[config.mk]
export PLATFORM = sky130hd
export DESIGN_NAME = fwd_ilock_unit
export DESIGN_NICKNAME = d
export VERILOG_FILES = /design/src/rtl/fwd_ilock_pkg.sv /design/src/rtl/fwd_src_match.sv /design/src/rtl/fwd_pick.sv /design/src/rtl/fwd_ilock_unit.sv
export SDC_FILE = /design/constraint.sdc
export NUM_CORES = 1
export LEC_CHECK = 0
export CAP_MARGIN = 20
export CORE_ASPECT_RATIO = 0.7
export CORE_MARGIN = 3
export CORE_UTILIZATION = 66
export CTS_BUF_LIST = sky130_fd_sc_hd__clkbuf_8
export CTS_CLUSTER_DIAMETER = 80
export DETAILED_ROUTE_END_ITERATION = 6
export DONT_BUFFER_PORTS = 1
export HOLD_SLACK_MARGIN = 0.05
export PLACE_DENSITY = 0.8
export SLEW_MARGIN = 20
export SYNTH_ARGS = -nofsm -noshare
export SYNTH_HDL_FRONTEND = slang
export SYNTH_SLANG_ARGS = --single-unit
[constraint.sdc]
create_clock -name clk -period 5.2 [get_ports clk]
set_input_delay 0.52 -clock clk [delete_from_list [all_inputs] [get_ports clk]]
set_output_delay 0.52 -clock clk [all_outputs]
set_load 0.005 [all_outputs]
[src/rtl/fwd_ilock_pkg.sv]
package fwd_ilock_pkg;

    // Operand source select values presented to the ALU operand muxes
    typedef enum logic [1:0] {
        FWD_RF  = 2'd0,
        FWD_ALU = 2'd1,
        FWD_MEM = 2'd2,
        FWD_WB  = 2'd3
    } fwd_src_e;

    // Number of tracked producer stages: ALU, memory, writeback
    localparam int FWD_NSRC = 3;
    // Number of ALU operands per instruction
    localparam int FWD_NOPS = 2;

endpackage

[src/rtl/fwd_src_match.sv]
// One comparator: does a tracked producer supply a given consumer source?
module fwd_src_match #(
    parameter int AW = 5
) (
    input  logic          p_valid,
    input  logic          p_wen,
    input  logic [AW-1:0] p_dst,
    input  logic [AW-1:0] c_src,
    input  logic          c_use,
    output logic          hit
);
    logic dst_nonzero;

    always_comb begin
        dst_nonzero = |p_dst;
        hit = p_valid && p_wen && dst_nonzero && c_use && (p_dst == c_src);
    end
endmodule

[src/rtl/fwd_pick.sv]
// Priority pick: index 0 is the youngest producer and wins.
module fwd_pick
    import fwd_ilock_pkg::*;
#(
    parameter int NSRC = FWD_NSRC
) (
    input  logic [NSRC-1:0] hits,
    output fwd_src_e        sel
);
    always_comb begin
        sel = FWD_RF;
        for (int i = NSRC - 1; i >= 0; i--) begin
            if (hits[i]) begin
                sel = fwd_src_e'(2'(i + 1));
            end
        end
    end
endmodule

[src/rtl/fwd_ilock_unit.sv]
module fwd_ilock_unit
    import fwd_ilock_pkg::*;
#(
    parameter int REG_AW = 5
) (
    input  logic              clk,
    input  logic              rst_n,
    input  logic              bypass_en,
    input  logic              rd_valid,
    input  logic [REG_AW-1:0] rd_src_a,
    input  logic              rd_use_a,
    input  logic [REG_AW-1:0] rd_src_b,
    input  logic              rd_use_b,
    input  logic [REG_AW-1:0] rd_dst,
    input  logic              rd_wen,
    input  logic              rd_load,
    output logic              stall,
    output logic [1:0]        fwd_sel_a,
    output logic [1:0]        fwd_sel_b
);
    localparam int NSRC = FWD_NSRC;
    localparam int NOPS = FWD_NOPS;
    localparam int ST_ALU = 0;
    localparam int ST_MEM = 1;

    typedef struct packed {
        logic              vld;
        logic              wen;
        logic              ld;
        logic [REG_AW-1:0] dst;
    } prod_t;

    typedef struct packed {
        prod_t [NSRC-1:0] stg;
        fwd_src_e         fa;
        fwd_src_e         fb;
    } state_t;

    state_t st_d, st_q;

    logic [NOPS-1:0][REG_AW-1:0] op_src;
    logic [NOPS-1:0]             op_use;
    logic [NOPS-1:0][NSRC-1:0]   op_hit;
    fwd_src_e [NOPS-1:0]         op_sel;

    assign op_src[0] = rd_src_a;
    assign op_src[1] = rd_src_b;
    assign op_use[0] = rd_use_a & rd_valid;
    assign op_use[1] = rd_use_b & rd_valid;

    // Comparator grid: every operand against every tracked producer
    for (genvar o = 0; o < NOPS; o++) begin : g_op
        for (genvar s = 0; s < NSRC; s++) begin : g_src
            fwd_src_match #(.AW(REG_AW)) u_match (
                .p_valid (st_q.stg[s].vld),
                .p_wen   (st_q.stg[s].wen),
                .p_dst   (st_q.stg[s].dst),
                .c_src   (op_src[o]),
                .c_use   (op_use[o]),
                .hit     (op_hit[o][s])
            );
        end
        fwd_pick #(.NSRC(NSRC)) u_pick (
            .hits (op_hit[o]),
            .sel  (op_sel[o])
        );
    end

    logic hit_alu;
    logic hit_near;
    logic stall_c;

    always_comb begin
        hit_alu  = 1'b0;
        hit_near = 1'b0;
        for (int o = 0; o < NOPS; o++) begin
            hit_alu  = hit_alu  | op_hit[o][ST_ALU];
            hit_near = hit_near | op_hit[o][ST_ALU] | op_hit[o][ST_MEM];
        end
        if (bypass_en) begin
            // Load data exists only after the memory stage: one-cycle hold
            stall_c = hit_alu && st_q.stg[ST_ALU].ld;
        end else begin
            // No bypass: wait until the producer reaches writeback
            stall_c = hit_near;
        end

        st_d = st_q;
        // Older producers always advance
        for (int s = NSRC - 1; s > 0; s--) begin
            st_d.stg[s] = st_q.stg[s-1];
        end
        if (stall_c) begin
            st_d.stg[ST_ALU] = '0;
            st_d.fa          = FWD_RF;
            st_d.fb          = FWD_RF;
        end else begin
            st_d.stg[ST_ALU].vld = rd_valid;
            st_d.stg[ST_ALU].wen = rd_wen;
            st_d.stg[ST_ALU].ld  = rd_load;
            st_d.stg[ST_ALU].dst = rd_dst;
            st_d.fa = bypass_en ? op_sel[0] : FWD_RF;
            st_d.fb = bypass_en ? op_sel[1] : FWD_RF;
        end
    end

    always_ff @(posedge clk) begin
        if (!rst_n) begin
            st_q <= '0;
        end else begin
            st_q <= st_d;
        end
    end

    assign stall     = stall_c;
    assign fwd_sel_a = st_q.fa;
    assign fwd_sel_b = st_q.fb;

endmodule

== Word level (Yosys, flattened, before mapping) ==
Cells that the tools add are included.

* Muxes and demuxes: 7
* Bitwise operators: 8
* Reduce and logical (&&, ||, !) cells: 26
* Eq/ne operators: 6

{| class="wikitable"
|+ Operators by type and width
! kind !! count
|-
| 5-bit equality test || 6
|-
| 1-bit logical AND || 19
|-
| 5-bit OR reduction || 3
|-
| 2-bit two-way mux || 4
|-
| 4-bit OR reduction || 2
|-
| 1-bit bitwise OR || 4
|-
| 1-bit two-way mux || 3
|-
| 3-bit OR reduction || 1
|-
| 1-bit AND || 2
|-
| 1-bit inverter || 2
|-
| 2-bit OR reduction || 1
|}

* Flip-flop bits (word level): 26
* Output and inout bits: 5

== Logic depth before layout (Yosys ltp) ==
* Depth after elaboration: 9
* Depth in mapped cells: 6
* Depth with buffers taken out: 5

== Hierarchy ==
From an unflattened synthesis, not the netlist that was laid out.

* Cell total of the unflattened synthesis: 151
* Area, all modules: 1406.3 sq um

{| class="wikitable"
|+ By module, submodules not included
! module !! sequential area each (sq um) !! cells an instance !! times used !! area each (sq um)
|-
| fwd_ilock_unit || 520.5 || 83 || 1 || 948.4
|-
| fwd_src_match || 0.0 || 10 || 6 || 70.1
|-
| fwd_pick || 0.0 || 4 || 2 || 18.8
|}

== Worst setup path after synthesis ==
OpenSTA, ideal clock, no wires.

* Path kind: in2out
* From: input port rd_src_a[1]
* To: output port stall
* Path slack: 3042 ps
* Arrival: 1638 ps
* Path buffers: 0
* Cell stages on the path: 5
* Data required time: 4680 ps
* Cells stage by stage: xnor2_1 > nand4_1 > or4_4 > a21oi_4 > or3_1

* Longest elaborated chain between the ends: 6
* Elaborated cells on any way between the ends: 10
* Those cells by class: eq/ne (2); mux (1); bitwise (4); reduce/logical (3)

{| class="wikitable"
|+ Ends and longest elaborated chain
! element !! line !! source
|-
| start, declared || fwd_ilock_unit.sv:10 || <nowiki>input logic [REG_AW-1:0] rd_src_a,</nowiki>
|-
| 5-bit equality test || fwd_src_match.sv:16 || <nowiki>hit = p_valid && p_wen && dst_nonzero && c_use && (p_dst == c_src);</nowiki>
|-
| 1-bit logical AND || fwd_src_match.sv:16 ||
|-
| 1-bit bitwise OR (3 in series) || fwd_ilock_unit.sv:78 || <nowiki>hit_near = hit_near | op_hit[o][ST_ALU] | op_hit[o][ST_MEM];</nowiki>
|-
| 1-bit two-way mux * || fwd_ilock_unit.sv:80 || <nowiki>if (bypass_en) begin</nowiki>
|-
| end, declared || fwd_ilock_unit.sv:17 || <nowiki>output logic stall,</nowiki>
|}

Mark *: on every way between the ends. The rest lies on a longest branch, timed or not.

== Worst setup path after layout ==
* From: register st_q (netlist bit st_d[12])
* To: output port stall

* Longest elaborated chain between the ends: 8
* Elaborated cells on any way between the ends: 14
* Those cells by class: eq/ne (2); mux (1); bitwise (4); reduce/logical (7)

{| class="wikitable"
|+ Ends and longest elaborated chain
! element !! line !! source
|-
| start, declared || fwd_ilock_unit.sv:39 || <nowiki>state_t st_d, st_q;</nowiki>
|-
| start signal, assigned || fwd_ilock_unit.sv:111 || <nowiki>st_q <= st_d;</nowiki>
|-
| 5-bit OR reduction || fwd_src_match.sv:15 || <nowiki>dst_nonzero = |p_dst;</nowiki>
|-
| 1-bit logical AND (3 in series) || fwd_src_match.sv:16 ||
|-
| 1-bit bitwise OR (3 in series) || fwd_ilock_unit.sv:78 ||
|-
| 1-bit two-way mux * || fwd_ilock_unit.sv:80 ||
|}

Marks and branches as above.

==> impl_metrics.yaml <==
pwr:
  intPower_uw: 326
  power-per-cell-area_mw_per_mm2: 305
  swShare_pct: 20.5
  vdd_drop_max_mv: 0.447
  combPwrFrac_pct: 7.2
  power.share.sequential_pct: 52.4
  p_sw_uw: 84.0
  cellLeakagePower_nw: 0.482
  p_total_uw: 410
  p_clk_share_pct: 40.4
route:
  drc: 0
  drtIter0Drc: 55
  vias_per_cell: 6.57
  drtPass1Iterations: 4
  antenna_left: 0
  avgRoutedWirePerCell_um: 19.1
  routed_wl_mm: 2.87
  vias: 986
setup_path:
  worstPathCellList: "xor2_1, nor4_1, nand4_1, a21oi_2, or3_1"
  cp_max_fo: 13
  crit_required_ns: 4.68
  cp-end-kind: "primary output"
  cp_num_buf_inv: 0
  crit_path_top_delay_cell: "a21oi_2"
  max_stage_delay_ns: 0.50
  setup.worst_path.start_class: "flop"
  worstPathArrival_ns: 2.26
  crit_type: "reg -> out"
  crit_family: "simple AND/OR/NAND/NOR gates"
floorplan:
  die_h_um: 42.6
  die_w_um: 58.4
  start_util_pct: 74.6
  fp.coreArea_mm2: 0.00170
  dieArea_mm2: 0.00249
  row_count: 12
  io_pins: 28
clock_network:
  htreeDepth: 1
  cts_sinks: 26
  post-cts-setup-buffers: 0
  root_buffer: "clkbuf_8"
  clk_latency_ns: 0.27
  cts_buffers: 3
  cts_tree: "yes"
  ctsResizeCount: 0
  cts.path.max_buffers: 2
  cts_hold_buffers: 0
  path_clk_slew_ns: 0.09
run_status:
  status: "completed"
cells_and_area:
  area_growth_pct: 6.23
  final_core_util_pct: 79.3
  final_cells: 150
  nNetsFinal: 153
  drive_gt1_share_pct: 10.1
  n_antenna_cell: 0
timing:
  layout_min_cycle_time_ns: 2.78
  finalSetupViolCount: 0
  slew_viol_final: 0
  skew_ns: 0.00106
  worst_pin_slew_ns: 0.546
  rsz0062_at_grt: "no"
  hold_viol_final: 0
  max_freq_mhz: 359
  timing.slew.headroom_pct: 63.6
  period_share_pct: 53.6
  tns_ns: 0
yosys:
  syn_area_mm2: 0.00127
  synth_cells: 128
  syn_avg_cell_area_um2: 9.89
  synth_top_flop_cell: "dfxtp_1"
  synth-seq-cells: 26
  synth_cell_type_count: 26
  synth_nets: 151
  yosysWarningCount: 0
  async_flop_share_pct: 0
  synth_edf_count: 0
  seq_area_frac_synth_pct: 41.1
global_route:
  grt_max_degree: 24
  busiest_layer: "met2"
  grt_pass1_wl_mm: 4.55
  met2_usage_pct: 35.9
  antenna_found_initial: 0
  grt_use_total_pct: 24.5
  use_met1_pct: 35.6
  use_met3_pct: 8.00
  grt_overflow_total: 0
  grt_pass1_vias: 940
min_path:
  hold_path.class: "in -> reg"
flow_run:
  maxCapViolCount: 0
placement:
  dpl.cell_count: 146
  place.gp.congestion: 0.961
  dp_hpwl_mm: 2.15
  port_buffers: 0
[cell type report]
class	instances	area (um^2)
Fill cell	115	352
Clock inverter	1	30.0
Clock buffer	3	41.3
Sequential cell	26	520
Tap cell	21	26.3
Inverter	2	7.51
Multi-Input combinational cell	97	719
[synth_stat cells (all sizes together), types with 3 or more instances]
cell type	count	share of area [%]
nor4	12	5.9
nand2	12	3.8
or4	4	3.0
xor2	12	8.3
a21oi	3	2.7
and2	16	8.0
nand4	6	3.0
dfxtp	26	41
xnor2	18	12
[cell usage in the layout (no fill, tap or decap), types with 2 or more instances in the layout]
| cell type | n |
|---|---|
| dfxtp_1 | 26 |
| xnor2_1 | 18 |
| and2_1 | 13 |
| xor2_1 | 12 |
| nor4_1 | 12 |
| nand2_1 | 11 |
| nand4_1 | 6 |
| clkbuf_8 | 3 |
| or3_1 | 2 |
| a21oi_2 | 2 |
| or4_1 | 2 |
| or4_4 | 2 |
| and4_1 | 2 |
| a22oi_1 | 2 |
| nor3_1 | 2 |
| inv_1 | 2 |
| and2_0 | 2 |
| a2111oi_1 | 2 |
[kinds of logic (layout without fill, tap and decap cells)]
logic type | after synthesis | in the layout | synth area share, %
xor+xnor | 30 | 30 | 20.8
simple gates | 57 | 57 | 27.4
compound gates | 10 | 10 | 8.70
buf+inv | 5 | 6 | 2.08
flops | 26 | 26 | 41.1
[registers in the layout, indices dropped and copies added (netlist names)]
name / count
fwd_sel_b: 2
fwd_sel_a: 2
st_q: 7
st_d: 15
[worst paths after layout]
kind / startpoint / end / slack (ns) / cells past startpoint
worst max register to register: st_d[12]$_SDFF_PP0_ / st_d[16]$_SDFF_PP0_ / 3.13 / 5
worst min register to register: st_d[26]$_SDFF_PN0_ / st_q[26]$_SDFF_PN0_ / 0.48 / 1
worst max-delay path: st_d[12]$_SDFF_PP0_ / stall / 2.42 / 5
worst min-delay path: rst_n / st_d[15]$_SDFF_PP0_ / 0.36 / 2
[routing by layer]
metal	vias up	share of wire [%]	wire [um]
met5	-	0	0
met4	0	1.3	37
met3	6	9.9	285
met2	57	42	1210
met1	465	47	1340
li1	458	-	-
[per-stage QoR]
stage | cell area [um^2] | setup WS, ns | hold WS [ns]
after global placement | 1270 | 2.77 | 0.461
after detailed placement | 1270 | 2.63 | 0.459
after floorplan | 1270 | 3.04 | 0.450
after global routing | 1350 | 2.26 | 0.354
after CTS | 1350 | 2.43 | 0.355
final | 1350 | 2.42 | 0.359
[power groups by stage]
stage	logic, mW	clock network, mW	registers, mW
after global routing	0.0333	0.173	0.215
after CTS	0.0296	0.167	0.215
after floorplan	0.0268	0	0.216
final	0.0297	0.166	0.215
after detailed placement	0.0289	0	0.219
after global placement	0.0276	0	0.219
No activity file was read; power rests on OpenSTA's default activity.
